## src/rtl/pad_map_pkg.sv

```systemverilog
package pad_map_pkg;
  typedef enum logic [2:0] {
    ST_IDLE,
    ST_LAUNCH_Y,
    ST_WAIT_Y,
    ST_LAUNCH_L,
    ST_WAIT_L,
    ST_CALC
  } pm_state_e;
endpackage

```

## src/rtl/pad_map_div.sv

```systemverilog
// Restoring divider, one quotient bit per cycle, valid pulse after NW steps.
module pad_map_div #(
  parameter int NW = 17,
  parameter int DW = 16
) (
  input  logic          clk,
  input  logic          rst_n,
  input  logic          go,
  input  logic [NW-1:0] dvd,
  input  logic [DW-1:0] dvs,
  output logic [NW-1:0] quo,
  output logic [DW-1:0] rem,
  output logic          valid
);
  localparam int CW = $clog2(NW + 1);

  logic [NW-1:0] quo_q, quo_nx;
  logic [DW-1:0] rem_q, rem_nx;
  logic [CW-1:0] cnt_q, cnt_nx;
  logic          val_q, val_nx;
  logic [DW:0]   shifted, diff;
  logic          fits;

  always_comb begin
    shifted = {rem_q, quo_q[NW-1]};
    diff    = shifted - {1'b0, dvs};
    fits    = (shifted >= {1'b0, dvs});
    quo_nx  = quo_q;
    rem_nx  = rem_q;
    cnt_nx  = cnt_q;
    val_nx  = 1'b0;
    if (go) begin
      quo_nx = dvd;
      rem_nx = '0;
      cnt_nx = CW'(NW);
    end else if (cnt_q != '0) begin
      quo_nx = {quo_q[NW-2:0], fits};
      rem_nx = fits ? diff[DW-1:0] : shifted[DW-1:0];
      cnt_nx = cnt_q - CW'(1);
      val_nx = (cnt_q == CW'(1));
    end
  end

  always_ff @(posedge clk or negedge rst_n) begin
    if (!rst_n) begin
      quo_q <= '0;
      rem_q <= '0;
      cnt_q <= '0;
      val_q <= 1'b0;
    end else begin
      quo_q <= quo_nx;
      rem_q <= rem_nx;
      cnt_q <= cnt_nx;
      val_q <= val_nx;
    end
  end

  assign quo   = quo_q;
  assign rem   = rem_q;
  assign valid = val_q;
endmodule

```

## src/rtl/pad_map_seq.sv

```systemverilog
// Sequencer: capture, two divider passes, result write.
module pad_map_seq
  import pad_map_pkg::*;
(
  input  logic clk,
  input  logic rst_n,
  input  logic start,
  input  logic bad,
  input  logic div_valid,
  output logic ld_in,
  output logic div_go,
  output logic sel_l,
  output logic cap_y,
  output logic cap_l,
  output logic fin_ok,
  output logic fin_err,
  output logic busy
);
  pm_state_e st_q, st_nx;

  always_comb begin
    st_nx   = st_q;
    ld_in   = 1'b0;
    div_go  = 1'b0;
    sel_l   = 1'b0;
    cap_y   = 1'b0;
    cap_l   = 1'b0;
    fin_ok  = 1'b0;
    fin_err = 1'b0;
    unique case (st_q)
      ST_IDLE: if (start) begin
        ld_in = 1'b1;
        if (bad) fin_err = 1'b1;
        else     st_nx   = ST_LAUNCH_Y;
      end
      ST_LAUNCH_Y: begin
        div_go = 1'b1;
        st_nx  = ST_WAIT_Y;
      end
      ST_WAIT_Y: if (div_valid) begin
        cap_y = 1'b1;
        st_nx = ST_LAUNCH_L;
      end
      ST_LAUNCH_L: begin
        div_go = 1'b1;
        sel_l  = 1'b1;
        st_nx  = ST_WAIT_L;
      end
      ST_WAIT_L: begin
        sel_l = 1'b1;
        if (div_valid) begin
          cap_l = 1'b1;
          st_nx = ST_CALC;
        end
      end
      ST_CALC: begin
        fin_ok = 1'b1;
        st_nx  = ST_IDLE;
      end
      default: st_nx = ST_IDLE;
    endcase
  end

  always_ff @(posedge clk or negedge rst_n) begin
    if (!rst_n) st_q <= ST_IDLE;
    else        st_q <= st_nx;
  end

  assign busy = (st_q != ST_IDLE);
endmodule

```

## src/rtl/pad_map.sv

```systemverilog
module pad_map #(
  parameter int W = 16
) (
  input  logic            clk,
  input  logic            rst_n,
  input  logic            start,
  input  logic [W-1:0]    act_cnt,
  input  logic [W-1:0]    dum_cnt,
  input  logic [W-1:0]    y_in,
  input  logic [W-1:0]    h_in,
  output logic            busy,
  output logic            done,
  output logic            err_m_zero,
  output logic            err_h_zero,
  output logic [2*W+1:0]  y_pad,
  output logic [W-1:0]    first_act,
  output logic [2*W+1:0]  h_pad
);
  localparam int NW = W + 1;
  localparam int OW = 2 * W + 2;

  logic          ld_in, div_go, sel_l, cap_y, cap_l, fin_ok, fin_err;
  logic          bad, div_valid;
  logic [W-1:0]  m_q, d_q, y_q, h_q;
  logic [NW-1:0] qy_q, ql_q, div_q, dvd;
  logic [W-1:0]  ry_q, rl_q, div_r;
  logic [NW-1:0] period, last_row;
  logic [OW-1:0] ys_calc, ye_calc, hp_calc;
  logic [W-1:0]  fa_calc;
  logic [OW-1:0] y_pad_q, h_pad_q;
  logic [W-1:0]  fa_q;
  logic          em_q, eh_q, done_q;

  assign bad = (act_cnt == '0) || (h_in == '0);

  pad_map_seq u_seq (
    .clk(clk), .rst_n(rst_n), .start(start), .bad(bad), .div_valid(div_valid),
    .ld_in(ld_in), .div_go(div_go), .sel_l(sel_l), .cap_y(cap_y), .cap_l(cap_l),
    .fin_ok(fin_ok), .fin_err(fin_err), .busy(busy)
  );

  always_comb begin
    period   = NW'(m_q) + NW'(d_q);
    last_row = NW'(y_q) + NW'(h_q) - NW'(1);
    dvd      = sel_l ? last_row : NW'(y_q);
    ys_calc  = OW'(qy_q) * OW'(period) + OW'(ry_q);
    ye_calc  = OW'(ql_q) * OW'(period) + OW'(rl_q);
    hp_calc  = ye_calc - ys_calc + OW'(1);
    fa_calc  = m_q - ry_q;
  end

  pad_map_div #(.NW(NW), .DW(W)) u_div (
    .clk(clk), .rst_n(rst_n), .go(div_go), .dvd(dvd), .dvs(m_q),
    .quo(div_q), .rem(div_r), .valid(div_valid)
  );

  // Captured request
  always_ff @(posedge clk or negedge rst_n) begin
    if (!rst_n) begin
      m_q <= '0; d_q <= '0; y_q <= '0; h_q <= '0;
    end else if (ld_in) begin
      m_q <= act_cnt; d_q <= dum_cnt; y_q <= y_in; h_q <= h_in;
    end
  end

  // Division results
  always_ff @(posedge clk or negedge rst_n) begin
    if (!rst_n) begin
      qy_q <= '0; ry_q <= '0;
    end else if (cap_y) begin
      qy_q <= div_q; ry_q <= div_r;
    end
  end

  always_ff @(posedge clk or negedge rst_n) begin
    if (!rst_n) begin
      ql_q <= '0; rl_q <= '0;
    end else if (cap_l) begin
      ql_q <= div_q; rl_q <= div_r;
    end
  end

  // Result registers, written only on a good finish
  always_ff @(posedge clk or negedge rst_n) begin
    if (!rst_n) begin
      y_pad_q <= '0; h_pad_q <= '0; fa_q <= '0;
    end else if (fin_ok) begin
      y_pad_q <= ys_calc; h_pad_q <= hp_calc; fa_q <= fa_calc;
    end
  end

  // Flags, written at either finish
  always_ff @(posedge clk or negedge rst_n) begin
    if (!rst_n) begin
      em_q <= 1'b0; eh_q <= 1'b0;
    end else if (fin_ok || fin_err) begin
      em_q <= fin_err && (act_cnt == '0);
      eh_q <= fin_err && (h_in == '0);
    end
  end

  always_ff @(posedge clk or negedge rst_n) begin
    if (!rst_n) done_q <= 1'b0;
    else        done_q <= fin_ok || fin_err;
  end

  assign done       = done_q;
  assign err_m_zero = em_q;
  assign err_h_zero = eh_q;
  assign y_pad      = y_pad_q;
  assign h_pad      = h_pad_q;
  assign first_act  = fa_q;
endmodule

```

## config.mk

```make
export PLATFORM = sky130hd
export DESIGN_NAME = pad_map
export DESIGN_NICKNAME = d
export VERILOG_FILES = /design/src/rtl/pad_map_pkg.sv /design/src/rtl/pad_map_div.sv /design/src/rtl/pad_map_seq.sv /design/src/rtl/pad_map.sv
export SDC_FILE = /design/constraint.sdc
export NUM_CORES = 2
export LEC_CHECK = 0
export ABC_AREA = 1
export BUFFER_PORTS_ARGS = -buffer_cell sky130_fd_sc_hd__buf_4
export CAP_MARGIN = 25
export CORE_UTILIZATION = 30
export DETAILED_ROUTE_END_ITERATION = 8
export PLACE_DENSITY_LB_ADDON = 0.3
export SYNTH_ARGS = -nofsm -noshare
export SYNTH_HDL_FRONTEND = slang
export SYNTH_SLANG_ARGS = --single-unit
export TNS_END_PERCENT = 20
```

## constraint.sdc

```tcl
create_clock -name clk -period 18.45 [get_ports clk]
set_clock_uncertainty 0.1 [all_clocks]
set_input_delay 3.69 -clock clk [delete_from_list [all_inputs] [get_ports clk]]
set_output_delay 3.69 -clock clk [all_outputs]
set_load 0.03 [all_outputs]
```

---- Word level (Yosys, flattened, before mapping) ----
Cells that the tools add are included.
operators by class
  order comparisons ....................... 1
  equal/unequal tests ..................... 10
  $add $sub $neg .......................... 10
  muxes and demuxes ....................... 26
  multiply operators ...................... 2
  reduce and logical (&&, ||, !) cells .... 13
operators by type and width
  kind                   count
  $add 34x16->34         2
  $mul 17x17->34         2
  $mux 17                3
  $mux 16                3
  $add 16x16->17         2
  $add 34x1->34 const B  1
  $sub 34x34->34         1
  $logic_not 16->1       2
  $sub 16x16->16         2
  $ge 17x16->1           1
  $sub 17x1->17 const B  1
  $pmux 3 s5             1
  $mux 1                 13
  $mux 3                 4
  $mux 5                 2
  $eq 3x2->1 const B     2
  $eq 3x3->1 const B     2
  $eq 5x1->1 const B     1
  $reduce_bool 5->1      1
  $sub 5x1->5 const B    1
  $ne 2x1->1 const B     2
  $ne 2x2->1 const B     2
  $reduce_and 4->1       1
  $reduce_or 2->1        2
  other kinds (6)        8
word-level totals
  word-level logic and storage cells ...... 81
  register bits after elaboration ......... 259
  bits of input ports ..................... 67

---- Depth between registers and ports, before layout ----
  depth in word-level cells ............... 6
  gate-level depth with buffers ........... 59
  mapped depth without buffers ............ 57

---- By module ----
A second synthesis with hierarchy kept.
second synthesis, totals
  cells, all modules ...................... 4390
  area, all modules ....................... 35166.2 um2
by module, submodules not included
  module       area each (um2)  cells an instance  instances
  pad_map      31955.6          3918               1
  pad_map_div  3006.6           441                1
  pad_map_seq  203.9            31                 1

---- Worst setup path before layout ----
No wires, ideal clock.
  kind .................................... register to register
  start point ............................. register m_q[1]
  end point ............................... register h_pad_q[24] (netlist: h_pad[24])
  arrival time ............................ 10.624 ns
  cell stages (with the launch flop) ...... 53
  period minus slack after synthesis ...... 10.842 ns
  path buffers ............................ 2
  path slack .............................. 7.608 ns
  setup time .............................. 0.117 ns
  cell sequence ........................... dfrtp_1 inv_1 fa_1 inv_1 nand3_1 nand2_1 nand2_1 nand3_1 nand2_1 inv_2 buf_2 buf_2 nand2_1 fa_1 inv_1 fa_1 inv_1 fa_1 [... 17 more ...] fa_1 fa_1 fa_1 inv_1 fa_1 inv_1 fa_1 inv_1 ha_1 nand2_1 nor2_1 inv_1 nor3_1 or3b_1 nand3_1 nand2_1 nand3_1 nand2_1
on the way
  word-level cells in the longest chain between the ends .. 5
  elaborated cells between the ends (all ways) .. 7
  classes of those cells .................. add/sub: 5; mul: 2
ends and longest elaborated chain
  what                               RTL line                      source
  start: declaration                 pad_map.sv:24                 logic [W-1:0] m_q, d_q, y_q, h_q;
  start signal: assignment           pad_map.sv:62                 m_q <= act_cnt; d_q <= dum_cnt; y_q <= y_in; h_q <= h_in;
  $add 16x16->17 (*)                 pad_map.sv:43                 period = NW'(m_q) + NW'(d_q);
  $mul 17x17->34 (on tied branches)  pad_map.sv:47, pad_map.sv:46
  $add 34x16->34 (on tied branches)  pad_map.sv:47, pad_map.sv:46
  $sub 34x34->34 (*)                 pad_map.sv:48                 hp_calc = ye_calc - ys_calc + OW'(1);
  $add 34x1->34 (*)                  pad_map.sv:48
  end signal: assignment             pad_map.sv:88                 y_pad_q <= ys_calc; h_pad_q <= hp_calc; fa_q <= fa_calc;
  end: declaration                   pad_map.sv:30                 logic [OW-1:0] y_pad_q, h_pad_q;
Every way passes the cells marked *; elsewhere a longest branch is shown, timed or not.
A chain may end at the register's enable or synchronous reset.

---- Worst setup path in the final report ----
  start point ............................. register m_q[1]
  end point ............................... register h_pad_q[21] (netlist: h_pad[21])
on the way
  word-level cells in the longest chain between the ends .. 5
  elaborated cells between the ends (all ways) .. 7
  classes of those cells .................. add/sub: 5; mul: 2
ends and longest elaborated chain
  what             RTL line       source
  $add 16x16->17   pad_map.sv:43
  $mul 17x17->34   pad_map.sv:46  ys_calc = OW'(qy_q) * OW'(period) + OW'(ry_q);
  $add 34x16->34   pad_map.sv:46
  net ys_calc[16]  pad_map.sv:28  logic [OW-1:0] ys_calc, ye_calc, hp_calc;
  $sub 34x34->34   pad_map.sv:48
  $add 34x1->34    pad_map.sv:48
The timed path passes the listed nets, and every way through them passes these cells.

==> key figures <==
Floorplanning
  • Initial Util: 30.3%
  • Die H: 342 um
  • Die span in x: 342 um
  • Core Area: 0.114 mm^2
  • Number of top-level pins: 155
  • Die area: 0.117 mm^2
  • Row cnt: 124

Timing
  • RSZ-0062 raised after global routing: no
  • Slew @ Worst Pin: 0.998 ns
  • Fin crit share: 70.4%
  • Final Hold Fails: 0
  • Final min period: 13.00 ns
  • # setup viols final: 0
  • F_max: 76.9 MHz
  • Max-slew headroom: 33.1%
  • TNS Setup: 0 ns
  • Slew Limit Fails: 0

Clock network
  • Post-CTS Repair Setup Buffers: 0
  • # H-tree levels: 2
  • Clock Tree Buf Depth: 3
  • Reg clk slew, reported paths: 0.07 ns
  • CTS buffer count: 34
  • Skew-Pair Late Insertion Delay: 0.58 ns
  • CTS tree: done
  • Post_cts resized: 0
  • Root Driver: clkbuf_16
  • Clk sink count: 259
  • Hold_buf cts: 0

Min path
  • Min-delay worst type: reg2reg
  • Worst Hold End: y_pad[4]
  • HP Start: y_pad[4]
  • Hold Path Cell Cnt: 2

Logic synthesis
  • Cell taking the most area after synthesis: fa_1
  • Synth Instances: 4,320
  • Top cells by area, synth: fa_1, dfrtp_1, ha_1
  • Syn_area_per_cell: 8.02 um^2
  • Sequential area share after synthesis: 18.7%
  • Syn nets: 5,211
  • Synth top area share: 29.7%
  • Post-synth ARST share: 100%
  • FF+latch count, synth: 259
  • Unique masters post-synth: 48
  • Synth Warn #: 0
  • Synth Flop Type: dfrtp_1
  • Post-synth EDFFs: 0
  • Cell Area, Synth: 0.0346 mm^2

Setup path
  • Slowest cell on crit path: inv_2
  • FF-to-FF End: h_pad[21]
  • Most common cell on crit path: fa_1
  • WS Path Type: reg2reg
  • Reg2Reg Depth: 44
  • Startpoint types: flip-flop
  • Cell count along the critical path: 44
  • Critical path's top delay family: adder cells
  • Worst endpoint required time: 18.79 ns
  • CP arrival: 13.34 ns
  • Buf+Inv Stages, Crit Path: 12
  • Worst path max stage delay: 0.71 ns
  • Largest fanout on the critical path: 29
  • FF-to-FF Start: m_q[1]
  • FF-to-FF setup slack: 5.45 ns
  • CP endpoint kind: flip-flop

Routing
  • Vias per cell: 4.76
  • Post-DRT Antenna Nets: 0
  • Drc violations: 0
  • 1st-iter DRT viols: 1,995
  • Vias: 28,200
  • DRT Pass-1 Iters: 5
  • Final WL: 113,000 um
  • Avg WL per Cell: 19.0 um

Cells and area
  • Total Nets Final: 5,280
  • Most common cell after layout, fill and taps aside: inv_1
  • Most frequent cells in the layout: inv_1, nand2_1, fa_1, nor2_1, ha_1
  • Area grow syn2layout: 10.9%
  • Layout cells sized above 1: 6.61%
  • # diodes: 0
  • Post-layout util: 33.6%
  • Non-filler cells, final: 5,927

Global routing
  • Total track usage: 19.5%
  • Overflow left after global routing: 0
  • Initial antenna violation count: 3
  • Global-route wire length before repair: 175,000 um
  • Vias in the first global route: 29,300
  • Largest net degree at the start of global routing: 86

Placed design
  • GPL Wtd Cong: 0.962
  • Hpwl dp: 91,900 um
  • Post-placement cell count: 5,865
  • Buffers on Ports: 154

Job
  • Max-cap viol count: 0

Outcome
  • Status: complete, no violations
## cell families after synthesis
logic type | count (synthesis) | synth area share, %
flops | 259 | 18.7
compound gates | 515 | 8.10
fa+ha+maj | 824 | 40.9
simple gates | 1515 | 17.9
xor+xnor | 72 | 1.82
buf+inv | 1135 | 12.5
## Yosys cell counts (all sizes together), types with 12 or more instances
| cell type | count |
|---|---|
| fa | 514 |
| nor3 | 23 |
| a21oi | 158 |
| nor2 | 338 |
| buf | 37 |
| nand3 | 188 |
| nand2 | 896 |
| clkbuf | 119 |
| o21bai | 16 |
| xnor2 | 40 |
| ha | 310 |
| nand4 | 20 |
| nand3b | 12 |
| xor2 | 32 |
| dfrtp | 259 |
| or2 | 21 |
| a21o | 21 |
| o21ai | 266 |
| inv | 974 |
## through the flow
step,worst slack [ns],hold WS (ns),area [um^2]
after global routing,4.86,0.408,38400
after floorplan,7.61,0.346,34600
after detailed placement,5.49,0.361,37300
after CTS,5.50,0.374,38400
final,5.45,0.371,38400
after global placement,5.52,0.360,37300
## layout make-up
class	count	area, um^2
clock buffer	45	952
clock inverter	17	159
fill	12100	75900
inverter	979	3680
multi-input combinational	2926	23800
sequential	259	6480
tap	1512	1890
timing repair buffer	189	1430
## registers in the layout, indices dropped and copies added (netlist names)
name	flops
qy_q	17
rl_q	16
u_seq.st_q	3
done	1
err_m_zero	1
ry_q	16
u_div.quo	17
h_pad	34
u_div.rem	16
h_q	16
y_pad	34
y_q	16
ql_q	17
d_q	16
u_div.cnt_q	5
m_q	16
err_h_zero	1
u_div.valid	1
first_act	16
## metal layers
metal / wire (um) / part of all wire [%] / vias up / track usage (%)
met3: 5840 / 5.2 / 189 / 2.06
met2: 51700 / 46 / 859 / 32.0
met4: 3850 / 3.4 / 0 / 6.32
li1: - / - / 13200 / -
met5: 0 / 0 / - / 0
met1: 51200 / 45 / 13900 / 26.8
## worst register-to-register path: cells and delay by family (launching register included)
kind / cells / cell delay, ns
buf+inv: 12 / 1.55
xor+xnor: 2 / 0.90
compound gates: 7 / 1.44
simple gates: 8 / 1.44
fa+ha+maj: 15 / 7.00
flops: 1 / 0.47
## worst max-delay path by stage
stage	startpoint	endpoint	slack (ns)
3_5_place_dp	m_q[1]	h_pad[21]	5.49
2_1_floorplan	m_q[1]	h_pad[24]	7.61
3_3_place_gp	m_q[1]	h_pad[21]	5.52
6_report	m_q[1]	h_pad[21]	5.45
5_1_grt	m_q[1]	h_pad[25]	4.86
4_1_cts	m_q[1]	h_pad[21]	5.50
Power is left out: the tool's default activity adds up to more than one toggle a clock period on the data nets, which glitch-free logic cannot reach.
